[src/rtl/wide_imm_cmp.sv]
module wide_imm_cmp #(
  parameter int DATA_W = 64,
  parameter int LOW_W  = 24,
  parameter int NREGS  = 8
) (
  input  logic                     clk,
  input  logic                     rst_n,
  input  logic                     in_valid,
  input  logic                     in_lower,
  input  logic [$clog2(NREGS)-1:0] dst_idx,
  input  logic [DATA_W-1:0]        src_val,
  input  logic [DATA_W-1:0]        imm_val,
  input  logic [$clog2(NREGS)-1:0] rd_idx,
  output logic [DATA_W-1:0]        rd_data,
  output logic                     wr_en,
  output logic [$clog2(NREGS)-1:0] wr_idx,
  output logic [DATA_W-1:0]        wr_data
);
  localparam int HI_W = DATA_W - LOW_W;

  logic [DATA_W-1:0] regs [NREGS];
  logic              sgn;
  logic [DATA_W-1:0] opa, opb;
  logic [DATA_W:0]   diff;
  logic [3:0]        flags;
  logic              tgt_z, do_wr;
  logic [DATA_W-1:0] new_val;

  assign sgn = src_val[DATA_W-1];
  assign opa = in_lower ? {{HI_W{sgn}}, src_val[LOW_W-1:0]}
                        : {src_val[DATA_W-1:LOW_W], {LOW_W{1'b0}}};
  assign opb = in_lower ? {{HI_W{sgn}}, imm_val[LOW_W-1:0]}
                        : {imm_val[DATA_W-1:LOW_W], {LOW_W{1'b0}}};
  assign diff = {1'b0, opa} - {1'b0, opb};

  assign flags = {diff[DATA_W-1],
                  (opa[DATA_W-1] ^ opb[DATA_W-1]) & (diff[DATA_W-1] ^ opa[DATA_W-1]),
                  diff[DATA_W],
                  diff[DATA_W-1:0] == '0};

  assign tgt_z   = regs[dst_idx][0];
  assign do_wr   = in_valid & (~in_lower | tgt_z);
  assign new_val = {{(DATA_W-4){1'b0}}, flags};
  assign rd_data = regs[rd_idx];

  always_ff @(posedge clk) begin
    if (!rst_n) begin
      for (int i = 0; i < NREGS; i++) regs[i] <= '0;
      wr_en   <= 1'b0;
      wr_idx  <= '0;
      wr_data <= '0;
    end else begin
      wr_en <= do_wr;
      if (do_wr) begin
        regs[dst_idx] <= new_val;
        wr_idx        <= dst_idx;
        wr_data       <= new_val;
      end
    end
  end
endmodule

[config.mk]
export PLATFORM = sky130hd
export DESIGN_NAME = wide_imm_cmp
export DESIGN_NICKNAME = d
export VERILOG_FILES = /design/src/rtl/wide_imm_cmp.sv
export SDC_FILE = /design/constraint.sdc
export NUM_CORES = 1
export LEC_CHECK = 0
export BUFFER_PORTS_ARGS = -buffer_cell sky130_fd_sc_hd__buf_2
export CORE_MARGIN = 4
export CORE_UTILIZATION = 35
export CTS_CLUSTER_DIAMETER = 60
export DETAILED_ROUTE_END_ITERATION = 10
export PLACE_DENSITY = 0.58
export SYNTH_ARGS = -nofsm -noshare
export SYNTH_HDL_FRONTEND = slang
export SYNTH_SLANG_ARGS = --single-unit
[constraint.sdc]
create_clock -name clk -period 5.3 [get_ports clk]
set_clock_uncertainty 0.15 [all_clocks]
set_input_delay 0.795 -clock clk [delete_from_list [all_inputs] [get_ports clk]]
set_output_delay 0.795 -clock clk [all_outputs]
set_load 0.02 [all_outputs]
* After elaboration in Yosys (flattened, before gate mapping) *
Memories as Yosys holds them, arrays and structs flattened.
Cells that the tools add are included.
W data, S select, Z words.

operators by class
  $add $sub $neg = 1
  multiplexer cells = 9
  bitwise gates (word level) = 6
  reductions and logical operators = 2

operators by type and width
  cell               count
  $sub A64 B64 Y65   1
  $logic_not A64 Y1  1
  $mux W64           1
  $mux W63           1
  $mux W1            5
  $mux W4            1
  $reduce_or A4 Y1   1
  $mux W3            1
  $and A1 B1 Y1      2
  $xor A1 B1 Y1      2
  $not A1 Y1         1
  $or A1 B1 Y1       1

storage, ports and cells
  register bits after elaboration = 8
  bits in writable memories = 32
  bits of input ports = 138
  output and inout bits = 132
  logic and storage cells = 22
  memories kept = 1

memories
  name  depth  bits a word  read ports  clocked after Yosys merged registers in  write ports  RTL line  source
  regs  8      4            2           0                                        8            21        logic [DATA_W-1:0] regs [NREGS];

* Logic depth before layout (Yosys ltp) *
Gate-level depths: netlist of run 1.

  depth after elaboration = 8
  depth in mapped cells = 18
  mapped depth without buffers = 14

* Worst setup path before layout of run 1 *
No wires, ideal clock.

  path type = in2reg
  start point = input port in_lower
  end point = register wr_data[0]
  data arrival time = 4.633 ns
  required time = 5.058 ns
  slack = 0.424 ns
  stages on the path = 18
  buffers on the path = 5
  path through = and2_1 clkbuf_1 clkbuf_1 buf_1 a21oi_1 ha_1 buf_2 nand2_1 nor2_1 or4b_4 nor2_1 o311ai_0 and2_1 o311ai_2 xnor2_1 clkbuf_1 o2111ai_1 o32ai_1

on the way
  longest elaborated chain between the ends = 3
  elaborated cells on any way between the ends = 7

RTL lines
  element                                             RTL line  source
  start, declared                                     9         input logic in_lower,
  $mux W63, or another cell as far along              30        assign opa = in_lower ? {{HI_W{sgn}}, src_val[LOW_W-1:0]}
  $sub A64 B64 Y65 or $or A1 B1 Y1 (tied branches)    34, 42
  $logic_not A64 Y1 or $and A1 B1 Y1 (tied branches)  39, 42
  end signal, assigned                                57        wr_data <= new_val;
  end, declared                                       17        output logic [DATA_W-1:0] wr_data

Parallel ways exist; a longest one is shown, timed or not.
A chain may end at the register's enable or synchronous reset.

* Worst setup path in the final report of run 1 *
Ends and elaborated chain as after synthesis.

==> results of run 1 <==
## through the flow
step,instances,worst slack [ps],hold WS [ps]
2_1_floorplan,1377,424.4,394.6
5_1_grt,1718,17.26,384.0
4_1_cts,1718,271.5,327.7
3_3_place_gp,1710,64.42,310.8
6_report,1718,338.7,332.4
3_5_place_dp,1710,11.39,319.9
## power breakdown
group          leakage [nW]  internal, W  switching, W  total (W)
clock                0.0798     0.000221      0.000121   0.000342
sequential            0.397     0.000354    0.00000540   0.000359
combinational          4.04     0.000517      0.000919    0.00144
## synth_stat cells (4+ instances only)
cell / count
clkbuf_1: 46
o21a_1: 17
nor2_1: 97
o2111ai_1: 12
a22oi_1: 6
xor2_1: 11
a21o_1: 61
a221oi_1: 6
o32ai_1: 7
nor2b_1: 8
o211ai_1: 9
o22a_1: 4
and2_1: 40
or2_2: 6
nand3_1: 18
o31ai_1: 7
a21boi_0: 5
a2111oi_0: 5
o21ai_0: 57
a211oi_1: 11
xnor2_1: 20
nand4_1: 50
dfxtp_1: 8
o21ai_1: 4
buf_2: 25
nand2_1: 134
mux4_2: 10
edfxtp_1: 32
inv_1: 26
nand3b_1: 5
a31oi_1: 5
ha_1: 65
nor4_1: 27
and3_1: 7
nor4b_1: 4
a21oi_1: 136
mux2i_1: 16
or3_1: 15
o211a_1: 5
buf_4: 125
o21bai_1: 9
mux2_2: 7
o31a_1: 4
nor3_1: 12
nand2b_1: 7
## placed cells by master (no fill, tap or decap), types with 32 or more instances in the layout
cell      instances
nor2_1           97
nand2_1         134
buf_4            53
ha_1             65
edfxtp_1         32
nand4_1          50
buf_2           149
a21o_1           61
o21ai_0          57
a21oi_1         135
conb_1          120
and2_1           39
## flip-flops by register name, summed over array words and instances, names as in the netlist
register,count
regs,32
wr_idx,3
wr_data,4
wr_en,1
## metal layers
| metal | global-route usage [%] | part of all wire, % |
|---|---|---|
| met3 | 2.725 | 7.2 |
| met4 | 5.215 | 2.5 |
| met1 | 28.67 | 44 |
| met2 | 34.51 | 46 |
| met5 | 0 | 0 |
## logic make-up after synthesis
family,Yosys count,share of synthesized area (%)
xor gates and xnor gates,32,3.241
muxes,33,5.095
AOI/OAI and AO/OA,407,29.88
adders and majority gates,66,9.146
other,1,0.04116
buffers and inverters,229,15.12
and+or+nand+nor,450,25.17
DFF,40,12.30
## worst max-delay path: stages
cell and delay (ps):
buf_2 140, and2_2 210, buf_12 170, a21o_1 180, ha_1 480, nand4_1 240
or4b_4 600, nor2_1 220, o311ai_0 360, and2_1 290, o311ai_2 360, xnor2_1 210
buf_4 250, o2111ai_1 170, o32ai_1 290
## worst max path at each step
stage / slack (ps) / to / from
floorplan: 420 / wr_data[0] / in_lower
global placement: 60 / wr_data[0] / in_lower
detailed placement: 10 / wr_data[0] / in_lower
CTS: 270 / wr_data[0] / in_lower
global route: 20 / regs[0][0] / in_lower
finish: 340 / wr_data[0] / in_lower
## final cells by class
class / instances / area (um^2) / area share (%)
clock buffer: 5 / 125.1 / 1.242
timing repair buffer: 205 / 1204 / 11.94
tap: 330 / 412.9 / 4.097
sequential: 40 / 1121 / 11.12
inverter: 27 / 101.3 / 1.006
clock inverter: 3 / 42.54 / 0.4221
multi-input combinational: 1108 / 7071 / 70.16
==> out/metrics.cfg, run 1 <==
[outcome]
status = complete, no violations

[synthesis]
ys_seq_area_share_pct = 12.30
synth_cells = 1258
ys.flop_type = edfxtp_1
ys_top_cells_by_area = edfxtp_1 (11%), buf_4 (10%), ha_1 (8.9%)
synthesis.area_um2 = 9111
ys_ff_latch = 40
syn_avg_cell_area_um2 = 7.243
async_flop_share_pct = 0
ys_warn_count = 0
yosysTopAreaCellShare_pct = 10.55
yosysTopAreaCell = edfxtp_1
synth_edf_count = 32
yosysUniqueCellTypes = 90

[floorplanning]
fp.coreArea_um2 = 25400
start_util_pct = 35.87
pin_count = 270
die_h_um = 169.3
die_area_um2 = 28680
row_count = 58
fp.dieW_um = 169.3

[timing]
tns_ps = 0
max_freq_mhz = 201.6
tightest_slew_ps = 936.9
fin_crit_sh_pct = 93.61
slew_headroom_pct = 36.75
slew_viol_final = 0
setup_viol = 0
rsz0062_at_grt = no
final.min_clock_period_ps = 4961
hold_violations = 0

[cts]
cts.sinks = 40
max-clock-path-buffers = 2
cts.repair.resized = 0
htreeDepth = 2
hold_buffers = 0
cts_tree = done
clkTransAtPathRegs_ps = 60
cts_buffers = 5
post_cts_buffers = 0
worstSkewPairLatency_ps = 280
clock-root-buffer = clkbuf_16

[setup_path]
cp.arrival_ps = 5000
r2r_setup_slack_ps = 2880
crit_required_ps = 5340
crit_path_end_kind = flop
critPathLaunchType = input port
r2r_end = regs[7][0]
rr_worst_depth = 7
critPathKind = input port to flop
reg2reg_from = regs[4][0]
worstPathMaxFanout = 55

[final_layout]
fin_area_um2 = 10080
nNetsFinal = 1591
final_util_pct = 39.67
n_fill_cell = 2726
antenna_cells = 0
drive_gt1_share_pct = 18.59
syn_to_final_growth_pct = 10.60

[place]
dpl.hpwl_um = 27290
place.gp.congestion = 1.042
place_area_um2 = 9899
io_buffers = 149

[global_routing]
track_usage_pct = 20.79
grt_max_degree = 69
antenna_found_initial = 0
grt_overflow = 0
grt_pass1_wl_um = 48640
grt_pass1_vias = 8839

[flow_run]
cap_violations = 0

[drt]
dr.pass1.iters = 5
drc = 0
wire_per_inst_um = 18.55
via_count = 9583
drtIter0Drc = 691
viasPerCell = 5.578
antenna_left = 0
wl_um = 31870

[hold_path]
holdPathEnd = wr_data[2]
hold_start = wr_data[2]
min_path_type = flop to flop
holdPathStages = 2

[power_and_ir_drop]
irDropWorstVdd_mv = 0.1414
leakage_nw = 4.519
power_density_nw_per_um2 = 212.2
power_w = 0.002138

Note: power is estimated with default switching activity, not from simulation.
==> run 2: changes to the inputs <==
- CORE_UTILIZATION: 35 -> 40
- CTS_BUF_LIST: unset -> sky130_fd_sc_hd__clkbuf_8
- PLACE_DENSITY: 0.58 -> 0.64
==> out/metrics.cfg, run 2 (synthesis results as in run 1) <==
[outcome]
status = complete, no violations

[cts]
hold_buffers = 0  ; unchanged
cts.sinks = 40  ; unchanged
worstSkewPairLatency_ps = 300  ; +20 ps
cts_buffers = 5  ; unchanged
cts_tree = done
max-clock-path-buffers = 2  ; unchanged
post_cts_buffers = 0  ; unchanged
htreeDepth = 2  ; unchanged
clkTransAtPathRegs_ps = 70  ; about the same
cts.repair.resized = 0  ; unchanged
clock-root-buffer = clkbuf_8

[final_layout]
top_register = regs
layout_common_cells = buf_2 (149), a21oi_1 (136), nand2_1 (134), conb_1 (120), nor2_1 (97)
largest_reg_flops = 32  ; unchanged
n_fill_cell = 2336  ; -14%
biggestRegsByFlops = regs: 32 flops, wr_data: 4 flops, wr_idx: 3 flops
fin_area_um2 = 9913  ; -1.6%
fin_cells = 1664  ; -3.1%
drive_gt1_share_pct = 18.06  ; -0.52 points
nNetsFinal = 1587  ; -0.25%
final_common_cell = buf_2
regArea_um2 = 1121  ; unchanged
multi_input_area_um2 = 7061  ; -0.14%
antenna_cells = 0  ; unchanged
syn_to_final_growth_pct = 8.803

[place]
placed_cells_incl_taps = 1656  ; -3.2%
io_buffers = 149  ; unchanged
dpl.hpwl_um = 26670  ; -2.3%
dp_slack_ps = 48.51  ; +37.13 ps
place.gp.congestion = 0.9765  ; -6.3%
place_area_um2 = 9807  ; -0.94%

[floorplanning]
start_util_pct = 41.24  ; +5.4 points
die_area_um2 = 25260  ; -12%
fp.dieW_um = 158.9  ; -6.2%
row_count = 54  ; -6.9%
pin_count = 270  ; unchanged
fp.coreArea_um2 = 22090  ; -13%
die_h_um = 158.9  ; -6.2%

[global_routing]
antenna_found_initial = 0  ; unchanged
grt_pass1_wl_um = 48490  ; -0.30%
track_usage_pct = 23.22  ; +2.4 points
grt_pass1_vias = 8932  ; +1.1%
grt_overflow = 0  ; unchanged
grt_max_degree = 80  ; +16%

[timing]
fin_crit_sh_pct = 94.77  ; +1.2 points
tightest_slew_ps = 728.0  ; -208.9 ps
timing.final.ws_setup_ps = 277.4  ; -61.28 ps
setup_viol = 0  ; unchanged
max_freq_mhz = 199.1  ; -1.2%
slew_headroom_pct = 51.17  ; +14 points
tns_ps = 0  ; unchanged
slew_viol_final = 0  ; unchanged
rsz0062_at_grt = no
final.min_clock_period_ps = 5023  ; +61.28 ps
hold_violations = 0  ; unchanged

[drt]
wl_um = 30990  ; -2.7%
drtIter0Drc = 714  ; +3.3%
viasPerCell = 5.701  ; +2.2%
via_count = 9487  ; -1.0%
drc = 0  ; unchanged
dr.pass1.iters = 5  ; unchanged
wire_per_inst_um = 18.63  ; +0.42%
antenna_left = 0  ; unchanged

[setup_path]
max_stage_delay_ps = 620  ; +20 ps
critPathKind = input port to flop
worstPathMaxFanout = 49  ; -11%
crit_required_ps = 5350  ; about the same
path_common_cell = o32ai_1
crit_slowest_cell = a2111oi_0
crit_path_cell_trace = buf_2, buf_12, and2_1, ha_1, inv_1, fa_1, a21oi_1, o221ai_1, a21oi_1, o32ai_1, o32ai_1, xnor2_1, a2111oi_0, o2111a_1, o2111ai_1, o32ai_1
crit_path_end_kind = flop
cp.arrival_ps = 5080  ; +80 ps
critPathLaunchType = input port
rr_worst_depth = 7  ; unchanged

[power_and_ir_drop]
power_density_nw_per_um2 = 204.1  ; -3.8%
leakage_nw = 4.468  ; -1.1%
irDropWorstVdd_mv = 0.08129  ; -43%

[flow_run]
cap_violations = 0  ; unchanged

[hold_path]
holdPathStages = 2  ; unchanged
min_path_type = flop to flop

## run 2: worst paths after layout
check / start / end / slack, ps
min: wr_data[2] / wr_data[2] / 340
min reg2reg: wr_data[2] / wr_data[2] / 340
max reg2reg: regs[6][0] / regs[5][1] / 2870
max: in_lower / wr_data[0] / 280
## run 2: per-layer routing
layer | track usage [%] | part of all wire, %
met5 | 0 | 0
met4 | 5.680 | 2.6
met3 | 2.540 | 6.1
met2 | 38.80 | 46
met1 | 32.23 | 45
## run 2: where the power goes
group | total, W | internal [W] | switching [W]
registers | 0.000359 | 0.000353 | 0.00000563
clock network | 0.000241 | 0.000137 | 0.000104
logic | 0.00142 | 0.000514 | 0.000909
## run 2: final cells by class
cell class	count	share of cell area, %
multi-input cells	1108	71.22
repair buffers	201	11.84
flip-flops and latches	40	11.31
well taps	280	3.534
inverters	27	1.022
clock buffers	5	0.6942
clock inverters	3	0.3786
## run 2: metrics by stage
stage               utilization (%)  power, W  hold slack, ps
floorplan                         -  0.001410           394.6
global placement              44.39  0.001764           323.4
detailed placement            44.39  0.001760           323.7
CTS                           44.87  0.002004           338.6
global route                  44.87  0.002173           353.4
finish                        44.87  0.002024           335.5
## run 2: critical path: cells and delay by family
| kind | cells | cell delay (ps) |
|---|---|---|
| AO/OA/AOI/OAI | 9 | 2970 |
| buffers and inverters | 3 | 410 |
| adder cells (fa/ha/maj) | 2 | 560 |
| AND/OR/NAND/NOR | 1 | 150 |
| XOR/XNOR | 1 | 180 |
